## src/rtl/prc_pkg.sv

```systemverilog
package prc_pkg;

  typedef enum logic [1:0] {
    ACC_FETCH = 2'd0,
    ACC_LOAD  = 2'd1,
    ACC_STORE = 2'd2,
    ACC_STALT = 2'd3
  } acc_kind_e;

  typedef enum logic [1:0] {
    TRAP_NONE  = 2'd0,
    TRAP_READ  = 2'd1,
    TRAP_WRITE = 2'd2,
    TRAP_EXEC  = 2'd3
  } trap_kind_e;

  localparam int unsigned CFG_AW   = 7;
  localparam logic [1:0]  GRP_CODE = 2'b00;
  localparam logic [1:0]  GRP_DATA = 2'b01;
  localparam logic [3:0]  GRP_XEN  = 4'h8;
  localparam logic [3:0]  GRP_REN  = 4'h9;
  localparam logic [3:0]  GRP_WEN  = 4'hA;
  localparam logic [6:0]  SEL_ADDR = 7'h58;
  localparam logic [6:0]  CLR_ADDR = 7'h59;

endpackage

```

## src/rtl/prc_perm_sets.sv

```systemverilog
module prc_perm_sets
  import prc_pkg::*;
#(
  parameter int unsigned N_CODE = 8,
  parameter int unsigned N_DATA = 16,
  parameter int unsigned N_SETS = 4,
  parameter int unsigned DW     = 32,
  localparam int unsigned SW    = (N_SETS > 1) ? $clog2(N_SETS) : 1
) (
  input  logic              clk,
  input  logic              rst_n,
  input  logic              wr_en,
  input  logic [CFG_AW-1:0] wr_addr,
  input  logic [DW-1:0]     wr_data,
  output logic [N_CODE-1:0] act_x,
  output logic [N_DATA-1:0] act_r,
  output logic [N_DATA-1:0] act_w
);

  logic [N_SETS*N_CODE-1:0] x_flat;
  logic [N_SETS*N_DATA-1:0] r_flat, w_flat;
  logic [SW-1:0]            sel_q, sel_d;
  logic                     sel_we;
  logic                     unused_data;

  assign unused_data = ^wr_data;

  for (genvar s = 0; s < N_SETS; s++) begin : g_set
    logic [N_CODE-1:0] x_q, x_d;
    logic [N_DATA-1:0] r_q, r_d, w_q, w_d;
    logic              x_we, r_we, w_we;

    assign x_we = wr_en && (wr_addr[6:3] == GRP_XEN) && (wr_addr[2:0] == 3'(s));
    assign r_we = wr_en && (wr_addr[6:3] == GRP_REN) && (wr_addr[2:0] == 3'(s));
    assign w_we = wr_en && (wr_addr[6:3] == GRP_WEN) && (wr_addr[2:0] == 3'(s));

    always_comb begin
      x_d = x_we ? wr_data[N_CODE-1:0] : x_q;
      r_d = r_we ? wr_data[N_DATA-1:0] : r_q;
      w_d = w_we ? wr_data[N_DATA-1:0] : w_q;
    end

    always_ff @(posedge clk or negedge rst_n) begin
      if (!rst_n) begin
        x_q <= '0;
        r_q <= '0;
        w_q <= '0;
      end else begin
        if (x_we) x_q <= x_d;
        if (r_we) r_q <= r_d;
        if (w_we) w_q <= w_d;
      end
    end

    assign x_flat[s*N_CODE +: N_CODE] = x_q;
    assign r_flat[s*N_DATA +: N_DATA] = r_q;
    assign w_flat[s*N_DATA +: N_DATA] = w_q;
  end

  assign sel_we = wr_en && (wr_addr == SEL_ADDR) &&
                  ({1'b0, wr_data[SW-1:0]} < (SW+1)'(N_SETS));

  always_comb begin
    sel_d = sel_we ? wr_data[SW-1:0] : sel_q;
  end

  always_ff @(posedge clk or negedge rst_n) begin
    if (!rst_n)      sel_q <= '0;
    else if (sel_we) sel_q <= sel_d;
  end

  always_comb begin
    act_x = x_flat[int'(sel_q)*N_CODE +: N_CODE];
    act_r = r_flat[int'(sel_q)*N_DATA +: N_DATA];
    act_w = w_flat[int'(sel_q)*N_DATA +: N_DATA];
  end

  // the active set only moves on a set-select write
  p_sel_hold_r8: assert property (@(posedge clk) disable iff (!rst_n)
    !(wr_en && (wr_addr == SEL_ADDR)) |=> $stable(sel_q));

endmodule

```

## config.mk

```make
export PLATFORM = sky130hd
export DESIGN_NAME = prc_perm_sets
export DESIGN_NICKNAME = d
export VERILOG_FILES = /design/src/rtl/prc_pkg.sv /design/src/rtl/prc_perm_sets.sv
export SDC_FILE = /design/constraint.sdc
export NUM_CORES = 1
export LEC_CHECK = 0
export ABC_AREA = 1
export BUFFER_PORTS_ARGS = -buffer_cell sky130_fd_sc_hd__buf_4
export CAP_MARGIN = 20
export CORE_ASPECT_RATIO = 1.75
export CORE_MARGIN = 5
export CORE_UTILIZATION = 45
export DETAILED_ROUTE_END_ITERATION = 6
export GPL_TIMING_DRIVEN = 0
export MAX_ROUTING_LAYER = met4
export PLACE_DENSITY_LB_ADDON = 0.3
export SLEW_MARGIN = 20
export SYNTH_ARGS = -nofsm -noshare
export SYNTH_HDL_FRONTEND = slang
export SYNTH_SLANG_ARGS = --single-unit
```

## constraint.sdc

```tcl
create_clock -name clk -period 2.6 [get_ports clk]
set_input_delay 0.52 -clock clk [delete_from_list [all_inputs] [get_ports clk]]
set_output_delay 0.52 -clock clk [all_outputs]
set_load 0.01 [all_outputs]
```

Yosys cells after proc, flatten, opt, wreduce, memory -nomap -nowiden:

Index checks and enable logic that the tools add are counted.

* word-level logic and storage cells: 40
* bits in read-only memories: 0
* memories kept: 0
* input bits: 42
* RAM bits: 0
* register bits: 162
* latch bits: 0

* add/sub/neg operators: 0
* equal/unequal tests: 7
* shift-type cells: 3
* div/mod/pow operators: 0
* multipliers: 0
* multiplexer cells: 0
* bitwise logic cells: 0
* $lt $le $gt $ge: 0
* reduce and logical (&&, ||, !) cells: 17

Operators with widths (count)
* $shiftx A64 B7 Y16: 2
* $shiftx A32 B6 Y8: 1
* $logic_and A1 B1 Y1: 16
* $eq A4 B4 Y1 const B: 3
* $eq A7 B7 Y1 const B: 1
* $eq A3 B2 Y1 const B: 2
* $eq A3 B1 Y1 const B: 1
* $logic_not A3 Y1: 1

Longest topological paths before layout:

Gate-level depths: netlist of the first run.

* depth after elaboration: 3
* depth in mapped cells: 7

Worst setup path after synthesis of the first run:

OpenSTA, ideal clock, no wires.

* path kind: reg-to-output
* from: register sel_q[0]
* to: output act_r[0]
* setup slack: 855 ps
* cell stages (with the launch flop): 6
* arrival: 1225 ps
* data required time: 2080 ps
* path through: dfrtp_1 -> clkbuf_1 -> clkinv_1 -> clkbuf_1 -> nor2_1 -> o22ai_1

* longest elaborated chain between the ends: 1

Ends and longest elaborated chain
* from (decl): line prc_perm_sets.sv:22 `logic [SW-1:0] sel_q, sel_d;`
* from (signal assigned): line prc_perm_sets.sv:69 `else if (sel_we) sel_q <= sel_d;`
* $shiftx A64 B7 Y16: line prc_perm_sets.sv:74 `act_r = r_flat[int'(sel_q)*N_DATA +: N_DATA];`
* to (decl): line prc_perm_sets.sv:16 `output logic [N_DATA-1:0] act_r,`

No other way between the ends.

Worst setup path after layout of the first run:

Same ends and word-level chain as after synthesis.

==> reports/results.ini, run 1 <==
[status]
status = complete, no violations

[worst_setup_path]
rr_endpoint = sel_q[0]
crit_type = register to primary output
reg2reg_from = sel_q[0]
cp_slowest_stage_delay_ns = 0.55
reg2reg_setup_slack_ns = 1.27
startpoint_type = register
crit_chain = buf_1 > nor2_1 > o22ai_1 > buf_4
worstPathArrival_ns = 2.07
crit_required_ns = 2.08
endpoint_kind = primary output
slowest_stage = buf_1
ff2ff_path_depth = 3
critical_path.max_fanout = 10

[clock_network]
cts_buffers = 17
clock-sinks = 162
cts_setup_buffers = 0
cts_buffer_depth = 2
path_clk_slew_ns = 0.07
cts-root-buf = clkbuf_16
clk_latency_ns = 0.44
htreeDepth = 4
cts_tree = done

[layout]
nNetsFinal = 1085
drive_gt1_frac = 0.134
diodes = 0
area.growth.synth_to_final_pct = 18.1
multi_input_area_um2 = 3110
fillers = 1640
seqCellArea_um2 = 4060

[drt]
drt-total-wl_um = 26200
drt-initial-drc-count = 747
routedWlPerCell_um = 20.5
vias = 7341
ant_nets = 0
dr.pass1.iters = 6
route.detailed.drc = 0
via_per_inst = 5.74

[global_routing]
grt_max_degree = 97
busiest_layer = met2
overflow = 0
grt_use_met3 = 0.0436
grtUsageTotal = 0.286
gr-usage-met2 = 0.450
antenna_found_initial = 0
first_global_vias = 7477
grt_pass1_wl_um = 40700
grt_util_met1 = 0.330

[timing]
finalSetupViolations = 0
rsz0062_at_grt = yes
max-slew-margin-rel = 0.465
timing.fmax_ghz = 0.386
finalCritPeriodShare = 0.996
setup_slack_ns = 0.0116
hold_violations = 0
layout_min_cycle_time_ns = 2.59
slew_viol_final = 0
finClkSkew_ns = 0
worst_slew_pin_slew_ns = 0.802
hold_ws_ns = 0.0287

[logic_synthesis]
yosysMostFrequentCell = nand2_1
avgSynthCellArea_um2 = 7.79
yosysTopAreaCell = dfrtp_1
synth_top_area_share = 0.537
synth_top_cells_by_count = 340 x nand2_1, 163 x nand3_1, 162 x dfrtp_1
synth_seq_cells = 162
synth_edf_count = 0
synth_area_leaders = dfrtp_1 54%, nand2_1 17%, nand3_1 11%, o21ai_0 5.3%, nor2_1 4.2%
ys_seq_area_frac = 0.537
yosysWarningCount = 0
syn_area_um2 = 7540
async_reset_ff_frac = 1.00
synth_nets = 1010
synthFlopType = dfrtp_1
synthDistinctLibCells = 15
synthCells = 968

[power]
p_per_area_nw_per_um2 = 723
ir_drop_mv = 0.426
finalPower_mw = 6.45
p_leak_nw = 4.80

[floorplanning]
core-area_um2 = 16400
pin_count = 82
die_area_um2 = 19600
die_y_um = 181
start_util = 0.459
die_w_um = 108
num_rows = 62

[flow_run]
maxCapViolations = 0

[place]
gp_congestion = 0.942
preCtsSetupSlack_ns = 0.236
port_buffers = 56
dpl.hpwl_um = 17900

[worst_hold_path]
hp-class = input port to async pin

repair_timing:
action,4_1_cts,5_1_grt
endpoints found under the setup margin,40,40
hold buffers,0,0
cloned,0,0
gates resized for setup,8,29
worst max-delay path, delay by kind of cell (launching register included):
family	cells	cell delay, ns
and+or+nand+nor	1	0.12
DFF	1	0.48
buffers and inverters	2	0.74
AOI/OAI and AO/OA	1	0.28
final cells by class:
cell class              instances  area share
clock inverters                14      0.0188
plain buffers                  82      0.0406
flip-flops and latches        162       0.455
clock buffers                  18      0.0493
repair buffers                 57      0.0511
inverters                       9     0.00421
well taps                     224      0.0315
multi-input cells             714       0.349
worst max-delay path by stage:
| stage | startpoint | endpoint | slack [ns] | depth (start not counted) |
|---|---|---|---|---|
| floorplan | sel_q[0] | act_r[0] | 0.86 | 5 |
| global placement | rst_n | g_set[3].x_q[3] | 0.09 | 1 |
| detailed placement | sel_q[0] | act_r[11] | 0.24 | 6 |
| CTS | sel_q[0] | act_r[0] | -0.02 | 4 |
| global route | sel_q[0] | act_r[10] | -0.03 | 4 |
| finish | sel_q[0] | act_r[0] | 0.01 | 4 |
where the power goes:
| group | internal [mW] | switching, mW |
|---|---|---|
| Clock | 1.47 | 1.15 |
| Combinational | 0.355 | 0.628 |
| Sequential | 2.72 | 0.114 |
| Total | 4.55 | 1.89 |
logic make-up (layout without fill, tap and decap cells):
| kind of cell | count (synthesis) | in the layout | share of synthesized area |
|---|---|---|---|
| buffers and inverters | 92 | 180 | 0.0496 |
| flip-flops | 162 | 162 | 0.537 |
| AO/OA/AOI/OAI | 120 | 120 | 0.0863 |
| AND/OR/NAND/NOR | 594 | 594 | 0.327 |
layer usage:
metal / vias up / routed length, um
li1: 3333 / -
met1: 3486 / 9640
met2: 403 / 12700
met3: 119 / 1910
met4: 0 / 1990
met5: - / 0
state kept, by name, summed over array words and instances (netlist names):
name and flops:
g_set.r_q 64, g_set.x_q 32, g_set.w_q 64, sel_q 2
cells in the final DEF (no fill, tap or decap), types with 17 or more instances in the layout:
cell type and instances:
clkbuf_2 28, clkbuf_1 35, o21ai_0 78, nor2_1 85, buf_4 55, clkbuf_16 17, nand2_1 340, nand3_1 163
dfrtp_1 161, o22ai_1 40
stage by stage:
| step | setup TNS (ns) | util | cells | area, um^2 |
|---|---|---|---|---|
| 2_1_floorplan | 0 | - | 968 | 7540 |
| 3_3_place_gp | 0 | 0.501 | 1248 | 8240 |
| 3_5_place_dp | 0 | 0.503 | 1249 | 8280 |
| 4_1_cts | -0.0527 | 0.541 | 1280 | 8890 |
| 5_1_grt | -0.0525 | 0.542 | 1280 | 8910 |
| 6_report | 0 | 0.542 | 1280 | 8910 |
Note: power is estimated with default switching activity, not from simulation.
==> run 2, diff against run 1 <==
Settings changed: BUFFER_PORTS_ARGS -buffer_cell sky130_fd_sc_hd__buf_4 to -buffer_cell sky130_fd_sc_hd__buf_2.
==> run 2 against run 1 <==
Against the previous run: the flow now finishes with violations (setup timing); global-route usage shrank 0.40 points; first-iteration DRC count down 8.6%; routed wire length is 0.33% higher; non-clock buffer count stayed put; setup slack worse by 0.024 ns; flip-flop and latch count unchanged; combinational power down 7.0%; worst hold slack improved by 0.069 ns; final cell count did not move; via count is 1.1% lower; cell area fell by 1.8%; total power decreased by 2.2%.
==> reports/results.ini, run 2 (synthesis gave the netlist of run 1 again) <==
[layout]
reg.largest.list = g_set.r_q (64), g_set.w_q (64), g_set.x_q (32)
final_common_cell = nand2_1
diodes = 0  ; unchanged
layout_common_cells = 340 x nand2_1, 163 x nand3_1, 161 x dfrtp_1, 85 x nor2_1, 80 x o21ai_0
final_area_um2 = 8750  ; -1.8%
nNetsFinal = 1085  ; unchanged
drive_gt1_frac = 0.131  ; -0.00284
final_cells = 1280  ; unchanged
fillers = 1673  ; +2.0%
multi_input_area_um2 = 3110  ; unchanged
fin_util = 0.532  ; -0.00989
area.growth.synth_to_final_pct = 16.0
seqCellArea_um2 = 4060  ; unchanged

[drt]
dr.pass1.iters = 5  ; -1
ant_nets = 0  ; unchanged
drt-initial-drc-count = 683  ; -8.6%
via_per_inst = 5.67  ; -1.1%
drt-total-wl_um = 26300  ; +0.33%
routedWlPerCell_um = 20.6  ; +0.33%
vias = 7259  ; -1.1%
route.detailed.drc = 0  ; unchanged

[worst_setup_path]
reg2reg_from = sel_q[0]
worstSetupEndpoint = act_x[7]
startpoint_type = register
ff2ff_path_depth = 3  ; unchanged
critical_path.max_fanout = 10  ; unchanged
reg2reg_setup_slack_ns = 1.23  ; -0.04 ns
crit_start = sel_q[0]
crit_required_ns = 2.08  ; about the same
rr_endpoint = sel_q[0]
endpoint_kind = primary output
worstPathArrival_ns = 2.09  ; +0.02 ns
crit_type = register to primary output

[timing]
slew_viol_final = 0  ; unchanged
hold_violations = 0  ; unchanged
finalCritPeriodShare = 1.00  ; +0.00935
layout_min_cycle_time_ns = 2.61  ; +0.0243 ns
timing.fmax_ghz = 0.383  ; -0.93%
hold_ws_ns = 0.0980  ; +0.0692 ns
tns_ns = -0.0127  ; -0.0127 ns
setup_slack_ns = -0.0127  ; -0.0243 ns
finClkSkew_ns = 0  ; unchanged
worst_slew_pin_slew_ns = 0.844  ; +0.0420 ns
rsz0062_at_grt = yes
max-slew-margin-rel = 0.437  ; -0.0280
finalSetupViolations = 1  ; +1

[place]
gp_congestion = 0.927  ; -1.6%
port_buffers = 56  ; unchanged
dpl.hpwl_um = 17900  ; about the same
place_area_um2 = 8140  ; -1.7%
dp_cells = 1249  ; unchanged
preCtsSetupSlack_ns = 0.239  ; +0.00263 ns

[global_routing]
overflow = 0  ; unchanged
grt_max_degree = 94  ; -3.1%
first_global_vias = 7106  ; -5.0%
grt_pass1_wl_um = 39900  ; -1.9%
grtUsageTotal = 0.282  ; -0.00405
antenna_found_initial = 0  ; unchanged

[floorplanning]
die_w_um = 108  ; unchanged
die_area_um2 = 19600  ; unchanged
die_y_um = 181  ; unchanged
pin_count = 82  ; unchanged
core-area_um2 = 16400  ; unchanged
start_util = 0.459  ; unchanged
num_rows = 62  ; unchanged

[clock_network]
clk_latency_ns = 0.44  ; about the same
htreeDepth = 4  ; unchanged
cts_tree = done
path_clk_slew_ns = 0.07  ; about the same
cts-root-buf = clkbuf_16
cts_buffer_depth = 2  ; unchanged
cts_setup_buffers = 0  ; unchanged
clock-sinks = 162  ; unchanged
ctsHoldBuffers = 0  ; unchanged
cts_buffers = 17  ; unchanged

[power]
p_per_area_nw_per_um2 = 721  ; -0.36%
p_leak_nw = 4.75  ; -0.92%
ir_drop_mv = 0.439  ; +3.1%
finalPower_mw = 6.30  ; -2.2%

[status]
status = complete, but fails checks
violations = setup timing

[flow_run]
maxCapViolations = 0  ; unchanged

[worst_hold_path]
hp-class = input port to async pin

run 2: cell types whose count changed in the layout (fill, tap and decap cells not counted), moves of 2 or more:
cell	before	now
o21ai_0	78	80
clkbuf_1	35	40
buf_2	15	70
inv_6	4	6
o21ai_1	2	0
buf_4	55	0
clkbuf_2	28	25
buf_1	4	2
run 2: worst min-delay path by stage:
stage | startpoint | to | slack (ns) | cells past startpoint
floorplan | rst_n | g_set[0].r_q[0] | 0.22 | 0
global placement | g_set[2].w_q[2] | g_set[2].w_q[2] | 0.45 | 2
detailed placement | g_set[2].r_q[13] | g_set[2].r_q[13] | 0.45 | 2
CTS | rst_n | g_set[3].w_q[3] | 0.14 | 1
global route | rst_n | g_set[3].w_q[3] | 0.17 | 1
finish | rst_n | g_set[0].w_q[14] | 0.1 | 1
run 2: layout make-up:
class,instances,area share
flip-flops and latches,162,0.464
repair buffers,57,0.0363
inverters,9,0.00429
clock buffers,17,0.0486
well taps,224,0.0320
plain buffers,82,0.0409
multi-input cells,714,0.356
clock inverters,15,0.0183
run 2: critical path, stage by stage (launching register included):
cell	delay (ns)
dfrtp_2	0.49
clkbuf_1	0.62
nor2_1	0.11
o22ai_1	0.24
buf_2	0.19
run 2: metal layers:
metal,GRT usage,part of all wire,up-vias
li1,-,-,3331
met1,0.328,0.37,3461
met2,0.456,0.50,359
met3,0.0379,0.066,108
met4,0.175,0.061,0
met5,-,0,-
run 2: power by group:
part	leakage (nW)	internal (mW)	switching, mW	total [mW]
combinational	2.27	0.292	0.622	0.914
clock	0.284	1.36	1.19	2.55
sequential	2.21	2.72	0.115	2.84
run 2: timing repair:
item                                    4_1_cts  5_1_grt
endpoints found under the hold margin         0        0
endpoints found under the setup margin       40       40
gates resized for setup                       9       17
